==> src/rtl/pm_timer_pkg.sv <==
package pm_timer_pkg;
  typedef enum logic [1:0] {
    ADDR_CTRL   = 2'd0,
    ADDR_COUNT  = 2'd1,
    ADDR_PERIOD = 2'd2,
    ADDR_IRQ    = 2'd3
  } reg_addr_e;

  typedef struct packed {
    logic [3:0] post_sel;
    logic       run;
    logic [1:0] pre_sel;
  } ctrl_t;

  localparam int CTRL_W   = $bits(ctrl_t);
  localparam int PRE_CW   = 4;
  localparam int POST_SW  = 4;
endpackage

==> src/rtl/pm_timer_clkdiv.sv <==
module pm_timer_clkdiv #(
  parameter int DIV = 4
) (
  input  logic clk,
  input  logic rst_n,
  output logic tick
);
  localparam int PW = (DIV > 1) ? $clog2(DIV) : 1;
  localparam logic [PW-1:0] LAST = PW'(DIV - 1);

  logic [PW-1:0] phase_q;

  always_ff @(posedge clk or negedge rst_n) begin
    if (!rst_n)              phase_q <= '0;
    else if (phase_q == LAST) phase_q <= '0;
    else                     phase_q <= phase_q + 1'b1;
  end

  assign tick = (phase_q == LAST);
endmodule

==> src/rtl/pm_timer_prescale.sv <==
module pm_timer_prescale
  import pm_timer_pkg::*;
(
  input  logic       clk,
  input  logic       rst_n,
  input  logic       clr,
  input  logic       step,
  input  logic [1:0] sel,
  output logic       tick
);
  logic [PRE_CW-1:0] pcnt_q;
  logic [PRE_CW-1:0] limit;

  always_comb begin
    case (sel)
      2'b00:   limit = PRE_CW'(0);
      2'b01:   limit = PRE_CW'(3);
      default: limit = PRE_CW'(15);
    endcase
  end

  assign tick = step && (pcnt_q == limit);

  always_ff @(posedge clk or negedge rst_n) begin
    if (!rst_n)    pcnt_q <= '0;
    else if (clr)  pcnt_q <= '0;
    else if (tick) pcnt_q <= '0;
    else if (step) pcnt_q <= pcnt_q + 1'b1;
  end
endmodule

==> src/rtl/pm_timer_core.sv <==
module pm_timer_core #(
  parameter int CNT_W = 8
) (
  input  logic             clk,
  input  logic             rst_n,
  input  logic             step,
  input  logic             load,
  input  logic [CNT_W-1:0] load_val,
  input  logic [CNT_W-1:0] period,
  output logic [CNT_W-1:0] cnt,
  output logic             match
);
  logic [CNT_W-1:0] cnt_q;

  assign match = step && (cnt_q == period);
  assign cnt   = cnt_q;

  always_ff @(posedge clk or negedge rst_n) begin
    if (!rst_n)     cnt_q <= '0;
    else if (load)  cnt_q <= load_val;
    else if (match) cnt_q <= '0;
    else if (step)  cnt_q <= cnt_q + 1'b1;
  end
endmodule

==> src/rtl/pm_timer_postscale.sv <==
module pm_timer_postscale
  import pm_timer_pkg::*;
(
  input  logic               clk,
  input  logic               rst_n,
  input  logic               clr,
  input  logic               step,
  input  logic [POST_SW-1:0] sel,
  output logic               term
);
  logic [POST_SW-1:0] mcnt_q;

  assign term = step && (mcnt_q == sel);

  always_ff @(posedge clk or negedge rst_n) begin
    if (!rst_n)    mcnt_q <= '0;
    else if (clr)  mcnt_q <= '0;
    else if (term) mcnt_q <= '0;
    else if (step) mcnt_q <= mcnt_q + 1'b1;
  end
endmodule

==> src/rtl/pm_timer.sv <==
module pm_timer
  import pm_timer_pkg::*;
#(
  parameter int CNT_W   = 8,
  parameter int CLK_DIV = 4
) (
  input  logic             clk,
  input  logic             rst_n,
  input  logic             bus_we,
  input  logic [1:0]       bus_addr,
  input  logic [CNT_W-1:0] bus_wdata,
  output logic [CNT_W-1:0] bus_rdata,
  output logic             baud_tick,
  output logic             irq
);
  ctrl_t            ctrl_q;
  logic [CNT_W-1:0] period_q;
  logic [CNT_W-1:0] cnt_q;
  logic             flag_q, ien_q, prio_q;
  logic             inst_tick, pre_tick, post_term, timer_on;
  logic             wr_ctrl, wr_count, wr_period, wr_irq, seq_clr;

  assign wr_ctrl   = bus_we && (bus_addr == ADDR_CTRL);
  assign wr_count  = bus_we && (bus_addr == ADDR_COUNT);
  assign wr_period = bus_we && (bus_addr == ADDR_PERIOD);
  assign wr_irq    = bus_we && (bus_addr == ADDR_IRQ);
  assign seq_clr   = wr_ctrl || wr_count;
  assign timer_on  = ctrl_q.run;

  pm_timer_clkdiv #(.DIV(CLK_DIV)) u_div (
    .clk (clk), .rst_n (rst_n), .tick (inst_tick)
  );

  pm_timer_prescale u_pre (
    .clk (clk), .rst_n (rst_n), .clr (seq_clr),
    .step (inst_tick && timer_on), .sel (ctrl_q.pre_sel), .tick (pre_tick)
  );

  pm_timer_core #(.CNT_W(CNT_W)) u_core (
    .clk (clk), .rst_n (rst_n), .step (pre_tick), .load (wr_count),
    .load_val (bus_wdata), .period (period_q), .cnt (cnt_q), .match (baud_tick)
  );

  pm_timer_postscale u_post (
    .clk (clk), .rst_n (rst_n), .clr (seq_clr),
    .step (baud_tick), .sel (ctrl_q.post_sel), .term (post_term)
  );

  always_ff @(posedge clk or negedge rst_n) begin
    if (!rst_n) begin
      ctrl_q   <= '0;
      period_q <= '1;
    end else begin
      if (wr_ctrl)   ctrl_q   <= ctrl_t'(bus_wdata[CTRL_W-1:0]);
      if (wr_period) period_q <= bus_wdata;
    end
  end

  always_ff @(posedge clk or negedge rst_n) begin
    if (!rst_n) begin
      flag_q <= 1'b0;
      ien_q  <= 1'b0;
      prio_q <= 1'b1;
    end else begin
      if (post_term)   flag_q <= 1'b1;
      else if (wr_irq) flag_q <= bus_wdata[0];
      if (wr_irq) begin
        ien_q  <= bus_wdata[1];
        prio_q <= bus_wdata[2];
      end
    end
  end

  assign irq = flag_q && ien_q;

  always_comb begin
    case (bus_addr)
      ADDR_CTRL:   bus_rdata = CNT_W'(ctrl_q);
      ADDR_COUNT:  bus_rdata = cnt_q;
      ADDR_PERIOD: bus_rdata = period_q;
      default:     bus_rdata = CNT_W'({prio_q, ien_q, flag_q});
    endcase
  end
endmodule

==> config.mk <==
export PLATFORM = sky130hd
export DESIGN_NAME = pm_timer
export DESIGN_NICKNAME = d
export VERILOG_FILES = /design/src/rtl/pm_timer_pkg.sv /design/src/rtl/pm_timer_clkdiv.sv /design/src/rtl/pm_timer_prescale.sv /design/src/rtl/pm_timer_core.sv /design/src/rtl/pm_timer_postscale.sv /design/src/rtl/pm_timer.sv
export SDC_FILE = /design/constraint.sdc
export NUM_CORES = 1
export LEC_CHECK = 0
export ABC_AREA = 1
export BUFFER_PORTS_ARGS = -buffer_cell sky130_fd_sc_hd__buf_2
export CORE_UTILIZATION = 35
export CTS_BUF_LIST = sky130_fd_sc_hd__clkbuf_4
export DETAILED_ROUTE_END_ITERATION = 16
export GPL_TIMING_DRIVEN = 0
export PLACE_DENSITY = 0.57
export SKIP_LAST_GASP = 1
export SYNTH_ARGS = -nofsm -noshare
export SYNTH_HDL_FRONTEND = slang
export SYNTH_SLANG_ARGS = --single-unit
==> constraint.sdc <==
create_clock -name clk -period 1.2 [get_ports clk]
set_input_delay 0.12 -clock clk [delete_from_list [all_inputs] [get_ports clk]]
set_output_delay 0.12 -clock clk [all_outputs]
set_load 0.05 [all_outputs]
# After elaboration in Yosys (flattened, before gate mapping)
# Index checks and enable logic that the tools add are counted.
op_classes:
  add_sub_neg: 4
  mux: 14
  n_eq_ne: 8
  reduce_logical: 16
op_table:
  columns: ["op", "count"]
  rows:
  - ["$mux W4", 6]
  - ["$mux W8", 3]
  - ["$pmux W8 S3", 1]
  - ["$logic_and A1 B1 Y1", 9]
  - ["$reduce_bool A3 Y1", 3]
  - ["$add A4 B1 Y4 const B", 2]
  - ["$add A8 B1 Y8 const B", 1]
  - ["$eq A4 B4 Y1", 2]
  - ["$eq A8 B8 Y1", 1]
  - ["$pmux W4 S2", 1]
  - ["$eq A2 B2 Y1 const B", 3]
  - ["$eq A2 B1 Y1 const B", 2]
  - ["$logic_not A2 Y1", 2]
  - ["$add A2 B1 Y2 const B", 1]
  - ["$mux W1", 2]
  - ["$mux W2", 1]
  - ["$reduce_bool A2 Y1", 1]
  - ["$logic_or A1 B1 Y1", 1]
word_totals:
  output_inout_bits: 10
  input_bits: 13
  regBits: 36
  word_cells: 53

# Longest topological paths before layout
# Gate-level depths: netlist of run 1.
depth:
  ltp_word: 8
  depth_mapped: 10
  ltp_nobuf: 9

# By module
# A second synthesis of run 1 with hierarchy kept.
unflattened:
  cells_unflattened: 341
  area_unflattened_um2: 2407.3
by_module_without_submodules:
  columns: ["mod", "area_per_inst_um2", "n_inst", "seq_area_each_um2", "cells_each"]
  rows:
  - ["pm_timer", 996.0, 1, 461.7, 130]
  - ["pm_timer_core", 793.3, 1, 200.2, 122]
  - ["pm_timer_postscale", 284.0, 1, 100.1, 42]
  - ["pm_timer_prescale", 267.8, 1, 100.1, 43]
  - ["pm_timer_clkdiv", 66.3, 1, 50.0, 4]

# Worst setup path after synthesis of run 1
# Ideal clock, no wire load.
synth_path:
  path_type: "register to output"
  from: "register period_q[5]"
  to: "output baud_tick"
  arrival_time_ps: 1406
  path_stages_with_launch: 9
  n_path_buf: 0
  setup_slack_ps: -326
  required_ps: 1080
  path_cell_list: "dfstp_2 -> inv_1 -> nand2_1 -> nand2_1 -> nor2_1 -> nand2_1 -> nor2_4 -> nand2_2 -> inv_1"
synth_between:
  elab_chain_len: 2
synth_lines:
  columns: ["item", "line", "source"]
  rows:
  - ["from (decl)", "pm_timer.sv:17", "logic [CNT_W-1:0] period_q;"]
  - ["from (signal assigned)", "pm_timer.sv:55", "if (wr_period) period_q <= bus_wdata;"]
  - ["$eq A8 B8 Y1", "pm_timer_core.sv:15", "assign match = step && (cnt_q == period);"]
  - ["$logic_and A1 B1 Y1", "pm_timer_core.sv:15", null]
  - ["to (decl)", "pm_timer.sv:13", "output logic baud_tick,"]
# No other way between the ends.

# Final worst setup path of run 1
layout_path:
  from: "register period_q[0]"
  to: "output baud_tick"
# Same word-level chain as after synthesis.

==> results of run 1 <==
-- cell usage in the layout, fill, tap and decap left out, types with 3 or more instances in the layout --
master	Yosys	final
inv_2	5	12
o221ai_2	0	4
xor2_1	7	7
dfrtp_1	27	24
buf_4	1	12
nor2_1	18	13
inv_1	46	38
nand3_2	0	7
dfstp_2	9	9
a21oi_1	3	3
nand2_2	3	8
nand2_1	110	104
o21ai_1	2	3
buf_2	0	12
nand3b_1	3	3
clkbuf_4	0	5
nor2_4	3	5
ha_1	4	3
dfrtp_2	0	3
nand3_1	25	18
nor2_2	2	5
nand4_1	6	6
o21ai_0	19	16
buf_6	2	14
-- tightest hold or removal path, stage by stage --
cell     delay (ns)
buf_2          0.11
nor2_1         0.10
a21oi_1        0.05
-- timing repair --
item                       in CTS  in global routing
hold endpoints to repair       27                  0
buffers inserted               11                  3
hold buffers                    1                  0
pin swaps                      14                  6
cloned                          1                  0
setup endpoints to repair      25                 27
resized for setup              39                 13
-- final cells by class --
class	instances	area (um^2)
clock buffers	5	37.5
multi-input cells	223	1270
flip-flops and latches	36	916
plain buffers	4	33.8
well taps	75	93.8
inverters	52	201
fillers	634	3190
repair buffers	37	303
clock inverters	3	13.8
-- per-stage QoR --
step | setup WS [ns] | cells | setup TNS [ns] | instance area [um^2] | utilization [%]
floorplan | -0.223 | 315 | -2.10 | 2360 | -
global placement | -0.451 | 412 | -6.33 | 2570 | 42.3
detailed placement | -0.481 | 412 | -7.04 | 2570 | 42.3
CTS | -0.642 | 433 | -8.00 | 2810 | 46.4
global route | -0.753 | 435 | -9.31 | 2870 | 47.4
finish | -0.641 | 435 | -7.40 | 2870 | 47.4
-- flip-flops by register name (all words and copies together) (netlist names), 2 cells and up --
register and cells:
period_q 8, u_core.cnt 8, ctrl_q 6, u_post.mcnt_q 4, u_pre.pcnt_q 4, u_div.phase_q 2
-- kinds of logic (layout without fill, tap and decap cells) --
family	Yosys count	in the layout	share of synthesized area [%]
buffers and inverters	56	101	10.3
muxes	1	1	0.443
adders and majority gates	4	4	2.22
and+or+nand+nor	175	175	34.1
xor gates and xnor gates	8	8	3.10
AOI/OAI and AO/OA	35	35	9.42
DFF	36	36	40.4
-- how the worst min path moves through the flow --
| stage | to | slack, ns | depth (start not counted) |
|---|---|---|---|
| 4_1_cts | period_q[7] | 0.009 | 3 |
| 3_5_place_dp | u_core.cnt[2] | 0.28 | 1 |
| 2_1_floorplan | ctrl_q[0] | -0.18 | 0 |
| 5_1_grt | period_q[7] | 0.001 | 3 |
| 3_3_place_gp | u_core.cnt[2] | 0.29 | 1 |
| 6_report | period_q[7] | 0.02 | 3 |
-- per-layer routing --
layer	GRT usage, %	share of wire, %	routed length, um
met5	0	0	0
met4	5.96	1.2	72
met2	34.0	47	2770
met3	3.96	2.9	169
met1	23.9	49	2860
-- power breakdown --
group	internal, mW	total [mW]	switching (mW)	leakage (nW)
registers	1.43	1.63	0.197	0.436
clock network	0.215	0.649	0.433	0.0324
logic	0.550	1.41	0.863	1.01
total	2.19	3.69	1.49	1.48
==> flow_summary.yaml, run 1 <==
status:
  violated_checks: "setup timing"
  run_status: "finished, violations left"
global_route:
  overall_track_demand_over_capacity_in_global_routing_pct: 19.5
  first_global_vias: 2048
  grt_first_pass_wirelength_mm: 9.61
  overflow_after_grt: 0
  grt_antenna_before_repair: 0
  grt_start_max_net_pins: 37
worst_hold_path:
  timing.hold.worst.start: "bus_wdata[7]"
  hold_class: "input pin to flip-flop"
route:
  vias_per_cell: 4.84
  drt-total-wl_mm: 5.88
  drtAntennaViolNets: 0
  routed_wire_length_per_instance_um: 13.5
  drt-initial-drc-count: 77
  drc: 0
  drt_pass1_iterations: 4
  route.vias.total: 2107
floorplan:
  dieArea_mm2: 0.00677
  fp.dieW_um: 82.3
  placement_rows: 28
  vertical_die_dimension_um: 82.3
  floorplan.io_pins: 23
  core_footprint_mm2: 0.00606
  floorplan.initialDensity_pct: 37.2
timing:
  fin_ws_ns: -0.641
  timing.clock.skew_ns: 0.0128
  timing.max_slew.rel_slack_pct: 42.6
  post-route-period-util_pct: 153
  final_period_minus_worst_setup_slack_ns: 1.84
  maxClockFrequency_mhz: 543
  hold_viol: 0
  finalSetupViolations: 24
  final-max-slew-violation-count: 0
  max_slew.worst_pin.slew_ns: 0.861
  hold-worst-slack_ns: 0.0184
  rsz0062_at_grt: "true"
cts:
  cts-htree-levels: 2
  numClockSinks: 36
  tritoncts: "done"
  cts_buffers: 5
  clkTransAtPathRegs_ns: 0.12
  clock_tree.buffer_depth: 2
  clock_tree.root_cell: "clkbuf_4"
  insertion_delay_ns: 0.35
critical_path:
  critPathCapture: "baud_tick"
  rr_startpoint: "period_q[0]"
  timing.critical_path.depth: 9
  path_buf_inv: 3
  timing_worst_setup_path_type: "flip-flop to primary output"
  crit_path_launch_type: "flip-flop"
  crit_required_ns: 1.08
  worstSetupEndpointType: "primary output"
  timing.reg2reg.worst_path_depth: 10
  crit_slowest_cell: "dfstp_2"
  crit_chain: "inv_2, nand2_1, nand2_1, nor2_2, nand2_2, nor2_4, nand2_4, clkinvlp_4, buf_8"
  critical_register_to_register_path_endpoint: "u_core.cnt[5]"
  cp-startpoint: "period_q[0]"
  cpPeakStageDelay_ns: 0.56
  critical_path_peak_fanout: 2
  ff2ff_setup_slack_ns: -0.37
  worst_path_most_repeated_cell: "nand2_1"
  arrival_time_reported_for_the_critical_path_endpoint_ns: 1.72
  family_with_the_most_delay_on_the_worst_path: "flip-flops"
yosys:
  synth_area_mm2: 0.00226
  yosys.area.top_type: "dfrtp_1"
  synth.distinct_cells: 32
  post_synth_inst_count: 315
  synth-async-reset-ratio_pct: 100
  synth.top_cells.by_count: "nand2_1 (110), inv_1 (46), dfrtp_1 (27), nand3_1 (25), o21ai_0 (19)"
  yosysTopAreaCellShare_pct: 29.9
  synth_seq_area_share_pct: 40.4
  synth_edf_count: 0
  postSynthRegisterBits: 36
  synth_ff_type: "dfrtp_1"
  synthesis.nets: 332
  synth.top_cells.by_area: "dfrtp_1 (30%), nand2_1 (18%), dfstp_2 (10%), inv_1 (7.6%), nand3_1 (5.5%)"
  ys.warnings.count: 0
  yosys.cell_count.top_type: "nand2_1"
  syn_avg_cell_area_um2: 7.17
pwr:
  leakage_power_nw: 1.48
  max-vdd-ir-drop_uv: 632
  report.power.total_mw: 3.69
  pwr_density_cell_mw_per_mm2: 1280
layout:
  layout-drive-gt1-share_pct: 31.1
  syn_to_final_growth_pct: 27.2
  num-nets-final: 376
  antennaDiodeCount: 0
place:
  buffer_ports.inserted: 22
  dp_hpwl_mm: 4.17
  finalWeightedCongestion: 0.806
flow_run:
  maxCapViolations: 0
Power figures use the tool's default switching activity.
==> inputs of run 2 (changes only) <==
--- a/config.mk
+++ b/config.mk
@@ -9,9 +9,11 @@
 export BUFFER_PORTS_ARGS = -buffer_cell sky130_fd_sc_hd__buf_2
 export CORE_UTILIZATION = 35
 export CTS_BUF_LIST = sky130_fd_sc_hd__clkbuf_4
+export CTS_CLUSTER_SIZE = 28
 export DETAILED_ROUTE_END_ITERATION = 16
 export GPL_TIMING_DRIVEN = 0
 export PLACE_DENSITY = 0.57
+export SETUP_SLACK_MARGIN = 0.5
 export SKIP_LAST_GASP = 1
 export SYNTH_ARGS = -nofsm -noshare
 export SYNTH_HDL_FRONTEND = slang
==> constraint.sdc (replaced) <==
create_clock -name clk -period 1.2 [get_ports clk]
set_input_delay 0.24 -clock clk [delete_from_list [all_inputs] [get_ports clk]]
set_output_delay 0.24 -clock clk [all_outputs]
set_load 0.05 [all_outputs]
==> flow_summary.yaml, run 2 (synthesized netlist as in run 1, its figures left out) <==
pwr:
  report.power.total_mw: 4.20
  pwr_density_cell_mw_per_mm2: 1300
  max-vdd-ir-drop_uv: 685
  leakage_power_nw: 1.59
status:
  run_status: "finished, violations left"
  violated_checks: "hold timing, setup timing"
cts:
  numClockSinks: 36
  cts.hold.buffers_added: 0
  cts_buffers: 5
  insertion_delay_ns: 0.36
  clkTransAtPathRegs_ns: 0.13
  cts-htree-levels: 2
  clock_tree.buffer_depth: 2
  tritoncts: "done"
  clock_tree.root_cell: "clkbuf_4"
floorplan:
  vertical_die_dimension_um: 82.3
  placement_rows: 28
  core_footprint_mm2: 0.00606
  floorplan.io_pins: 23
  fp.dieW_um: 82.3
  dieArea_mm2: 0.00677
  floorplan.initialDensity_pct: 37.2
critical_path:
  crit_required_ns: 0.96
  worstSetupEndpointType: "primary output"
  critical_path_peak_fanout: 2
  crit_path_launch_type: "flip-flop"
  arrival_time_reported_for_the_critical_path_endpoint_ns: 1.72
  timing_worst_setup_path_type: "flip-flop to primary output"
place:
  finalWeightedCongestion: 0.778
  place_inst: 412
  dp_hpwl_mm: 4.28
  buffer_ports.inserted: 22
timing:
  hold-worst-slack_ns: -0.143
  final-max-slew-violation-count: 0
  timing.max_slew.rel_slack_pct: 65.2
  rsz0062_at_grt: "true"
  hold_viol: 27
  finalSetupViolations: 25
  final_period_minus_worst_setup_slack_ns: 1.96
  max_slew.worst_pin.slew_ns: 0.521
  timing.clock.skew_ns: 0.0150
  fin_ws_ns: -0.763
  maxClockFrequency_mhz: 509
  post-route-period-util_pct: 164
global_route:
  overflow_after_grt: 0
  grt_first_pass_wirelength_mm: 10.0
  grt_start_max_net_pins: 37
  overall_track_demand_over_capacity_in_global_routing_pct: 20.0
  first_global_vias: 2082
  grt_antenna_before_repair: 0
flow_run:
  maxCapViolations: 0
route:
  drc: 0
  drt_pass1_iterations: 4
  routed_wire_length_per_instance_um: 13.9
  vias_per_cell: 4.91
  drt-initial-drc-count: 101
  drtAntennaViolNets: 0
  route.vias.total: 2165
  drt-total-wl_mm: 6.14
layout:
  layout-drive-gt1-share_pct: 40.7
  regArea_um2: 916
  fill_cell_count: 581
  antennaDiodeCount: 0
  syn_to_final_growth_pct: 43.5
  finalNonFillerCells: 441
  multiInputGateArea_mm2: 0.00147
  num-nets-final: 382
  layout.cells.most_common: "nand2_1"
  final_cell_mix: "nand2_1 (93), inv_1 (32), buf_6 (24), dfrtp_1 (24), nand3_1 (16)"
worst_hold_path:
  hold_class: "input pin to asynchronous set/reset pin"
## run 2: final timing paths
path	depth (start not counted)	end	slack [ns]	start
setup / recovery	9	baud_tick	-0.76	period_q[2]
hold / removal	1	u_core.cnt[2]	-0.14	rst_n
setup reg to reg	11	u_core.cnt[5]	-0.43	period_q[2]
hold reg to reg	1	u_div.phase_q[0]	0.48	u_div.phase_q[0]
max in group asynchronous	1	u_pre.pcnt_q[2]	0.95	rst_n
min in group clk	3	period_q[7]	0.12	bus_wdata[7]
## run 2: per-stage QoR
| step | cell area [um^2] | hold slack [ns] | setup WS [ns] | TNS [ns] | util (%) |
|---|---|---|---|---|---|
| 6_report | 3240 | -0.143 | -0.763 | -9.64 | 53.4 |
| 5_1_grt | 3240 | -0.101 | -0.856 | -11.36 | 53.4 |
| 4_1_cts | 3080 | 0.00440 | -0.755 | -8.47 | 50.8 |
| 3_5_place_dp | 2710 | 0.399 | -0.596 | -7.64 | 44.8 |
| 3_3_place_gp | 2710 | 0.404 | -0.595 | -7.51 | 44.8 |
| 2_1_floorplan | 2510 | -0.0556 | -0.328 | -2.09 | - |
## run 2: cell type report
type	instances	share of cell area [%]
Buffer	4	1.39
Clock buffer	5	1.16
Clock inverter	3	1.31
Inverter	52	6.96
Multi-Input combinational cell	223	45.3
Sequential cell	36	28.3
Tap cell	75	2.90
Timing Repair Buffer	43	12.7
## run 2: per-layer routing
metal | vias to the layer above | wire (um) | GRT usage, %
li1 | 1106 | - | -
met1 | 1029 | 2900 | 25.5
met2 | 22 | 3040 | 34.0
met3 | 8 | 118 | 3.30
met4 | 0 | 86 | 7.19
met5 | - | 0 | 0
## run 2: power breakdown
| group | switching [mW] | total, mW | internal [mW] |
|---|---|---|---|
| registers | 0.205 | 1.63 | 1.43 |
| clock network | 0.480 | 0.914 | 0.434 |
| logic | 0.969 | 1.65 | 0.684 |
| total | 1.65 | 4.20 | 2.54 |
## run 2: critical path, stage by stage (launching register included)
cell and delay (ns):
dfstp_2 0.56, inv_1 0.04, nand2_1 0.06, nand2_2 0.07, nor2_4 0.12, nand2_2 0.07
nor2_4 0.15, nand2_4 0.08, clkinvlp_4 0.07, buf_8 0.13
## run 2: timing repair
item / 4_1_cts / 5_1_grt
cloned: 1 / 0
setup buffers: 15 / 5
gates resized for setup: 53 / 35
setup endpoints to repair: 45 / 48
pin swaps: 15 / 9
hold endpoints to repair: 0 / 27
